File: src/rtl/cbr_refresh_pkg.sv
package cbr_refresh_pkg;

  typedef enum logic [1:0] {
    SQ_IDLE  = 2'd0,
    SQ_SETUP = 2'd1,
    SQ_ACT   = 2'd2,
    SQ_PRE   = 2'd3
  } seq_state_t;

  // Nanoseconds per refresh slot for each rate choice.
  function automatic int unsigned slot_ns(input int unsigned sel);
    case (sel)
      1:       return 64_000_000 / 8192;
      2:       return 128_000_000 / 4096;
      default: return 64_000_000 / 4096;
    endcase
  endfunction

  // Slot length in clock cycles, rounded down so the budget is never exceeded.
  function automatic int unsigned slot_cycles(input int unsigned sel,
                                              input int unsigned per_ns);
    return slot_ns(sel) / per_ns;
  endfunction

  // Minimum time converted to whole cycles, rounded up, never below one.
  function automatic int unsigned ns_to_cyc(input int unsigned ns,
                                            input int unsigned per_ns);
    int unsigned c;
    c = (ns + per_ns - 1) / per_ns;
    return (c == 0) ? 1 : c;
  endfunction

  function automatic int unsigned max3(input int unsigned a,
                                       input int unsigned b,
                                       input int unsigned c);
    int unsigned m;
    m = (a > b) ? a : b;
    return (m > c) ? m : c;
  endfunction

endpackage

File: src/rtl/cbr_slot_timer.sv
module cbr_slot_timer #(
  parameter int unsigned SLOT_CYC = 781
) (
  input  logic clk_i,
  input  logic rst_ni,
  output logic expire_o
);
  localparam int unsigned CW = (SLOT_CYC > 1) ? $clog2(SLOT_CYC) : 1;
  localparam logic [CW-1:0] LAST = CW'(SLOT_CYC - 1);

  logic [CW-1:0] cnt_q;

  assign expire_o = (cnt_q == LAST);

  always_ff @(posedge clk_i or negedge rst_ni) begin
    if (!rst_ni)       cnt_q <= '0;
    else if (expire_o) cnt_q <= '0;
    else               cnt_q <= cnt_q + 1'b1;
  end

  generate
    if (SLOT_CYC > 1) begin : g_gap
      // two expiries are never adjacent
      a_r1_expiry_spaced: assert property (@(posedge clk_i) disable iff (!rst_ni)
        expire_o |=> !expire_o);
    end
  endgenerate

endmodule

File: src/rtl/cbr_owed_counter.sv
module cbr_owed_counter #(
  parameter int unsigned OWED_W    = 3,
  parameter int unsigned URGENT_TH = 4
) (
  input  logic              clk_i,
  input  logic              rst_ni,
  input  logic              add_i,
  input  logic              sub_i,
  output logic [OWED_W-1:0] owed_o,
  output logic              owed_nz_o,
  output logic              urgent_o
);
  localparam logic [OWED_W-1:0] FULL = {OWED_W{1'b1}};
  localparam logic [OWED_W-1:0] TH   = OWED_W'(URGENT_TH);

  logic [OWED_W-1:0] owed_q;
  logic              full_w;

  assign full_w    = (owed_q == FULL);
  assign owed_o    = owed_q;
  assign owed_nz_o = (owed_q != '0);
  assign urgent_o  = (owed_q >= TH);

  always_ff @(posedge clk_i or negedge rst_ni) begin
    if (!rst_ni) begin
      owed_q <= '0;
    end else begin
      case ({add_i, sub_i})
        2'b10:   if (!full_w) owed_q <= owed_q + 1'b1;
        2'b01:   owed_q <= owed_q - 1'b1;
        default: owed_q <= owed_q;
      endcase
    end
  end

  // a full count is not wrapped by a further expiry
  a_r7_saturate: assert property (@(posedge clk_i) disable iff (!rst_ni)
    (add_i && !sub_i && full_w) |=> (owed_o == FULL));
  // a completion never arrives with nothing owed
  a_r6_no_underflow: assert property (@(posedge clk_i) disable iff (!rst_ni)
    sub_i |-> owed_nz_o);
  // urgency only rises on an expiry
  a_r8_urgent_on_add: assert property (@(posedge clk_i) disable iff (!rst_ni)
    $rose(urgent_o) |-> $past(add_i));

endmodule

File: src/rtl/cbr_strobe_seq.sv
module cbr_strobe_seq
  import cbr_refresh_pkg::*;
#(
  parameter int unsigned SETUP_CYC = 1,
  parameter int unsigned ACT_CYC   = 3,
  parameter int unsigned PRE_CYC   = 3
) (
  input  logic clk_i,
  input  logic rst_ni,
  input  logic owed_nz_i,
  input  logic gnt_i,
  output logic start_o,
  output logic done_o,
  output logic busy_o,
  output logic ras_n_o,
  output logic cas_n_o
);
  localparam int unsigned LONGEST = max3(SETUP_CYC, ACT_CYC, PRE_CYC);
  localparam int unsigned PW      = $clog2(LONGEST + 1);
  localparam logic [PW-1:0] SETUP_END = PW'(SETUP_CYC - 1);
  localparam logic [PW-1:0] ACT_END   = PW'(ACT_CYC - 1);
  localparam logic [PW-1:0] PRE_END   = PW'(PRE_CYC - 1);

  seq_state_t    st_q;
  logic [PW-1:0] ph_q;
  logic          ph_last;

  always_comb begin
    case (st_q)
      SQ_SETUP: ph_last = (ph_q == SETUP_END);
      SQ_ACT:   ph_last = (ph_q == ACT_END);
      SQ_PRE:   ph_last = (ph_q == PRE_END);
      default:  ph_last = 1'b0;
    endcase
  end

  assign start_o = (st_q == SQ_IDLE) && owed_nz_i && gnt_i;
  assign done_o  = (st_q == SQ_PRE) && ph_last;
  assign busy_o  = (st_q != SQ_IDLE);
  assign ras_n_o = (st_q != SQ_ACT);
  assign cas_n_o = !((st_q == SQ_SETUP) || (st_q == SQ_ACT));

  always_ff @(posedge clk_i or negedge rst_ni) begin
    if (!rst_ni) begin
      st_q <= SQ_IDLE;
      ph_q <= '0;
    end else begin
      case (st_q)
        SQ_IDLE: begin
          ph_q <= '0;
          if (start_o) st_q <= SQ_SETUP;
        end
        SQ_SETUP, SQ_ACT, SQ_PRE: begin
          if (ph_last) begin
            ph_q <= '0;
            st_q <= (st_q == SQ_SETUP) ? SQ_ACT :
                    (st_q == SQ_ACT)   ? SQ_PRE : SQ_IDLE;
          end else begin
            ph_q <= ph_q + 1'b1;
          end
        end
        default: st_q <= SQ_IDLE;
      endcase
    end
  end

  // Run lengths of the row strobe, saturating, for the width checks.
  logic [7:0] low_run_q, high_run_q;
  always_ff @(posedge clk_i or negedge rst_ni) begin
    if (!rst_ni) begin
      low_run_q  <= '0;
      high_run_q <= '0;
    end else if (!ras_n_o) begin
      high_run_q <= '0;
      if (low_run_q != 8'hFF) low_run_q <= low_run_q + 1'b1;
    end else begin
      low_run_q <= '0;
      if (high_run_q != 8'hFF) high_run_q <= high_run_q + 1'b1;
    end
  end

  // a sequence begins only with the grant held
  a_r3_start_granted: assert property (@(posedge clk_i) disable iff (!rst_ni)
    start_o |-> gnt_i);
  // column strobe is already low, and was low a cycle before, when row strobe falls
  a_r3_cas_first: assert property (@(posedge clk_i) disable iff (!rst_ni)
    $fell(ras_n_o) |-> (!cas_n_o && $past(!cas_n_o)));
  // row strobe low for at least the active phase
  a_r5_ras_low_min: assert property (@(posedge clk_i) disable iff (!rst_ni)
    $rose(ras_n_o) |-> (low_run_q >= 8'(ACT_CYC)));
  // row strobe high for at least the precharge phase before falling again
  a_r5_ras_high_min: assert property (@(posedge clk_i) disable iff (!rst_ni)
    $fell(ras_n_o) |-> (high_run_q >= 8'(PRE_CYC + SETUP_CYC)));

endmodule

File: src/rtl/cbr_refresh_sched.sv
module cbr_refresh_sched
  import cbr_refresh_pkg::*;
#(
  parameter int unsigned CLK_PERIOD_NS = 20,
  parameter int unsigned RATE_SEL      = 0,
  parameter int unsigned OWED_W        = 3,
  parameter int unsigned URGENT_TH     = 4,
  parameter int unsigned T_CSR_NS      = 5,
  parameter int unsigned T_CHR_NS      = 10,
  parameter int unsigned T_WSR_NS      = 10,
  parameter int unsigned T_WHR_NS      = 15,
  parameter int unsigned T_RPC_NS      = 5,
  parameter int unsigned T_RAS_NS      = 60,
  parameter int unsigned T_RP_NS       = 40,
  parameter int unsigned T_RC_NS       = 104
) (
  input  logic clk_i,
  input  logic rst_ni,
  input  logic bus_gnt_i,
  output logic bus_req_o,
  output logic urgent_o,
  output logic bus_own_o,
  output logic ras_n_o,
  output logic cas_n_o,
  output logic we_n_o
);
  localparam int unsigned SLOT_CYC  = slot_cycles(RATE_SEL, CLK_PERIOD_NS);
  localparam int unsigned SETUP_CYC = ns_to_cyc(max3(T_CSR_NS, T_WSR_NS, 0), CLK_PERIOD_NS);
  localparam int unsigned ACT_CYC   = ns_to_cyc(max3(T_RAS_NS, T_CHR_NS, T_WHR_NS), CLK_PERIOD_NS);
  localparam int unsigned RC_REST   = (T_RC_NS > T_RAS_NS) ? (T_RC_NS - T_RAS_NS) : 0;
  localparam int unsigned PRE_CYC   = ns_to_cyc(max3(T_RP_NS, RC_REST, T_RPC_NS), CLK_PERIOD_NS);

  logic              slot_expire;
  logic              seq_start, seq_done, seq_busy;
  logic              owed_nz;
  logic [OWED_W-1:0] owed_cnt;

  cbr_slot_timer #(
    .SLOT_CYC (SLOT_CYC)
  ) u_timer (
    .clk_i    (clk_i),
    .rst_ni   (rst_ni),
    .expire_o (slot_expire)
  );

  cbr_owed_counter #(
    .OWED_W    (OWED_W),
    .URGENT_TH (URGENT_TH)
  ) u_owed (
    .clk_i     (clk_i),
    .rst_ni    (rst_ni),
    .add_i     (slot_expire),
    .sub_i     (seq_done),
    .owed_o    (owed_cnt),
    .owed_nz_o (owed_nz),
    .urgent_o  (urgent_o)
  );

  cbr_strobe_seq #(
    .SETUP_CYC (SETUP_CYC),
    .ACT_CYC   (ACT_CYC),
    .PRE_CYC   (PRE_CYC)
  ) u_seq (
    .clk_i     (clk_i),
    .rst_ni    (rst_ni),
    .owed_nz_i (owed_nz),
    .gnt_i     (bus_gnt_i),
    .start_o   (seq_start),
    .done_o    (seq_done),
    .busy_o    (seq_busy),
    .ras_n_o   (ras_n_o),
    .cas_n_o   (cas_n_o)
  );

  assign bus_req_o = owed_nz | seq_busy;
  assign bus_own_o = seq_busy;
  assign we_n_o    = 1'b1;

  // any active strobe is driven only while the bus is held
  a_r4_strobes_owned: assert property (@(posedge clk_i) disable iff (!rst_ni)
    (!ras_n_o || !cas_n_o) |-> bus_own_o);
  // the request stays up from the start through the end of a sequence
  a_r2_req_through_seq: assert property (@(posedge clk_i) disable iff (!rst_ni)
    seq_start |=> bus_req_o);
  // a finished sequence with nothing else owed drops the request
  a_r6_release: assert property (@(posedge clk_i) disable iff (!rst_ni)
    (seq_done && owed_cnt == OWED_W'(1) && !slot_expire) |=> !bus_req_o);

endmodule

File: config.mk
export PLATFORM = sky130hd
export DESIGN_NAME = cbr_refresh_sched
export DESIGN_NICKNAME = d
export VERILOG_FILES = /design/src/rtl/cbr_refresh_pkg.sv /design/src/rtl/cbr_slot_timer.sv /design/src/rtl/cbr_owed_counter.sv /design/src/rtl/cbr_strobe_seq.sv /design/src/rtl/cbr_refresh_sched.sv
export SDC_FILE = /design/constraint.sdc
export NUM_CORES = 1
export LEC_CHECK = 0
export BUFFER_PORTS_ARGS = -buffer_cell sky130_fd_sc_hd__buf_4
export CORE_MARGIN = 3
export CORE_UTILIZATION = 61
export CTS_BUF_LIST = sky130_fd_sc_hd__clkbuf_16
export DETAILED_ROUTE_END_ITERATION = 10
export HOLD_SLACK_MARGIN = 0.02
export PLACE_DENSITY = 0.81
export SETUP_SLACK_MARGIN = 0.1
export SYNTH_ARGS = -nofsm -noshare
export SYNTH_HDL_FRONTEND = slang
export SYNTH_SLANG_ARGS = --single-unit
File: constraint.sdc
create_clock -name clk_i -period 4.39 [get_ports clk_i]
set_clock_uncertainty 0.1 [all_clocks]
set_input_delay 0.439 -clock clk_i [delete_from_list [all_inputs] [get_ports clk_i]]
set_output_delay 0.439 -clock clk_i [all_outputs]
set_load 0.02 [all_outputs]
==> results.json <==
{
  "ir_drop_mv": 0.550,
  "finalHoldViolCount": 0,
  "holdWs_ns": 0.418,
  "fin_setup_tns_ns": 0,
  "first_pass_iters": 4,
  "num_vias": 764,
  "wirelength_mm": 2.07,
  "die_area_mm2": 0.00224,
  "min_period_ns": 2.67,
  "cts_post_setup_buffers_inserted": 0,
  "post-place-ws_ns": 1.79,
  "utilization_pct": 76.1,
  "post_cts_resized": 0,
  "start_util_pct": 66.9,
  "cp_top_family": "simple AND/OR/NAND/NOR gates",
  "worst_slack_ns": 1.72,
  "cpMaxStageDelayCell": "dfrtp_1",
  "cts_tree": "built",
  "multi_input_area_um2": 551,
  "synth-seq-area-share_pct": 40.8,
  "power_leakage_nw": 0.553,
  "hold_path_depth": 1,
  "wl_per_cell_um": 16.3,
  "grt_pass1_wl_mm": 3.33,
  "maxCapViolCount": 0,
  "numCtsBuffers": 3,
  "crit_arrival_ns": 2.68,
  "track_usage_pct": 22.2,
  "syn_avg_cell_area_um2": 10.2,
  "syn_inst": 102,
  "sw_frac_of_total_pct": 38.0,
  "stdcell_count": 127,
  "nets": 126,
  "hold_path_class": "register to register",
  "crit_cells": 9,
  "clk_latency_ns": 0.25,
  "clockPowerShare_pct": 25.6,
  "place_inst": 122,
  "drive_gt1_share_pct": 16.2,
  "die_x_um": 47.4,
  "drv_slew": 0,
  "end_kind": "register",
  "yosys.area.top_type": "dfrtp_1",
  "switchingPower_mw": 0.277,
  "finalSetupViolCount": 0,
  "crit_fanout": 11,
  "cts_hold_buffers": 1,
  "synth_area_mm2": 0.00104,
  "fp.dieH_um": 47.4,
  "grt_max_degree": 18,
  "max_freq_ghz": 0.375,
  "avgViaCountPerCell": 6.02,
  "p_per_area_mw_per_mm2": 614,
  "run_status": "completed",
  "gp_congestion": 0.854,
  "fin_crit_sh_pct": 60.8,
  "cts_root_buf": "clkbuf_16",
  "dpl_cell_area_mm2": 0.00109,
  "antenna_cells": 0,
  "area_delta_synth_final_pct": 13.7,
  "seq_area_um2": 425,
  "cp.buffers_inverters": 2,
  "total_power_mw": 0.729,
  "crit_required_ns": 4.40,
  "grt_pass1_vias": 772,
  "core_area_mm2": 0.00156,
  "portBuffers": 7,
  "cpPeakStageDelay_ns": 0.44,
  "io_pins": 9,
  "clk_pin_slew_worst_paths_ns": 0.06,
  "clockBufferDepth": 2,
  "ys_ff_latch": 17,
  "syn_nets": 116,
  "yosysTopAreaCellShare_pct": 40.8,
  "grt-ovfl-total": 0,
  "crit_type": "register to register",
  "antenna_found_initial": 0,
  "drc_errors": 0,
  "yosysWarnings": 0,
  "post-dp-hpwl_mm": 1.44,
  "start_kind": "register",
  "synth.area.top_cells": "dfrtp_1 41%, ha_1 12%, inv_1 4.3%",
  "grt_setup_unrepaired": "false",
  "postRouteAntennaNets": 0,
  "drt-initial-drc-count": 5,
  "p_comb_share_pct": 44.4,
  "internal_power_mw": 0.452,
  "h-tree-depth": 1,
  "yosysUniqueCellTypes": 34,
  "fillers": 105,
  "crit_chain": "inv_1 -> ha_1 -> and4b_1 -> and4_4 -> nor2_1 -> inv_1 -> fa_1 -> a2111oi_0 -> o22ai_1",
  "cpMostUsedCell": "inv_1",
  "finalInstanceArea_mm2": 0.00119,
  "row_count": 14,
  "r2r_cells": 9,
  "clock_sinks": 17,
  "seqPwrFrac_pct": 30.0
}
==> flip-flops by register name (all words and copies together), names as in the netlist <==
signal         count
u_seq.ph_q         2
u_owed.owed_o      3
u_seq.st_q         2
u_timer.cnt_q     10
==> power groups by stage <==
stage	registers, mW	logic (mW)	clock network, mW
global route	0.222	0.357	0.196
floorplan	0.214	0.228	0
finish	0.218	0.324	0.187
detailed placement	0.221	0.315	0
global placement	0.220	0.297	0
CTS	0.218	0.325	0.188
==> placed cells by master, fill, tap and decap left out, drive strengths merged, types with 2 or more instances in the layout <==
| cell | n |
|---|---|
| mux2i | 3 |
| a211oi | 2 |
| and4 | 3 |
| nor3 | 3 |
| and2 | 2 |
| ha | 10 |
| a2111oi | 2 |
| dfrtp | 17 |
| nand4 | 3 |
| nand3 | 5 |
| xnor2 | 5 |
| inv | 12 |
| a21oi | 2 |
| clkbuf | 3 |
| nor2 | 8 |
| nand2 | 3 |
| o21ai | 2 |
| and3 | 4 |
| xor2 | 4 |
| buf | 7 |
==> cell usage after synthesis <==
library cell,n
a21o_2,1
inv_1,12
clkbuf_1,1
dfrtp_1,17
and2b_4,1
and4_2,1
nand2b_1,1
buf_4,1
o32ai_2,1
fa_1,1
o21ai_0,2
xnor2_1,5
a21oi_1,2
and4_1,1
a2111oi_0,2
xor2_1,4
ha_1,10
buf_6,1
and4_4,1
a211oi_1,2
nand3_1,5
and4b_1,1
nor3_2,1
and2_4,1
nand4_1,3
conb_1,1
nor3_1,2
a22oi_1,1
nor2_1,8
o22ai_1,1
mux2i_1,3
and2_1,1
nand2_1,3
and3_1,4
==> kinds of logic after synthesis <==
| kind of cell | after synthesis | synth area share, % |
|---|---|---|
| other | 1 | 0.359 |
| flip-flops | 17 | 40.8 |
| adder cells (fa/ha/maj) | 11 | 13.9 |
| XOR/XNOR | 9 | 7.55 |
| multiplexers | 3 | 2.88 |
| AO/OA/AOI/OAI | 12 | 8.75 |
| buffers and inverters | 15 | 6.47 |
| AND/OR/NAND/NOR | 34 | 19.3 |
==> area by class of cell <==
| type | count | share of cell area [%] |
|---|---|---|
| inverter | 12 | 3.80 |
| clock inverter | 1 | 0.633 |
| tap | 16 | 1.69 |
| sequential | 17 | 35.9 |
| timing repair buffer | 8 | 5.27 |
| multi-input combinational | 70 | 46.4 |
| clock buffer | 3 | 6.33 |
==> path summary, 6_finish.rpt <==
path / endpoint / slack, ns / start
max in group asynchronous: u_timer.cnt_q[8]$_DFF_PN0_ / 3.51 / rst_ni
worst min register to register: u_timer.cnt_q[7]$_DFF_PN0_ / 0.42 / u_timer.cnt_q[7]$_DFF_PN0_
worst max-delay path: u_owed.owed_o[2]$_DFFE_PN0P_ / 1.72 / u_timer.cnt_q[0]$_DFF_PN0_
worst max register to register: u_owed.owed_o[2]$_DFFE_PN0P_ / 1.72 / u_timer.cnt_q[0]$_DFF_PN0_
worst min-delay path: u_timer.cnt_q[7]$_DFF_PN0_ / 0.42 / u_timer.cnt_q[7]$_DFF_PN0_
min in group asynchronous: u_seq.ph_q[0]$_DFF_PN0_ / 0.49 / rst_ni
==> metal layers <==
| metal | global-route usage [%] | routed length [µm] | vias to the layer above | part of all wire [%] |
|---|---|---|---|---|
| met1 | 26.4 | 919 | 372 | 44 |
| met2 | 37.2 | 1030 | 17 | 50 |
| met4 | 13.3 | 65 | 0 | 3.1 |
| li1 | - | - | 368 | - |
| met3 | 3.83 | 60 | 7 | 2.9 |
| met5 | 0 | 0 | - | 0 |
No activity file was read; power rests on OpenSTA's default activity.
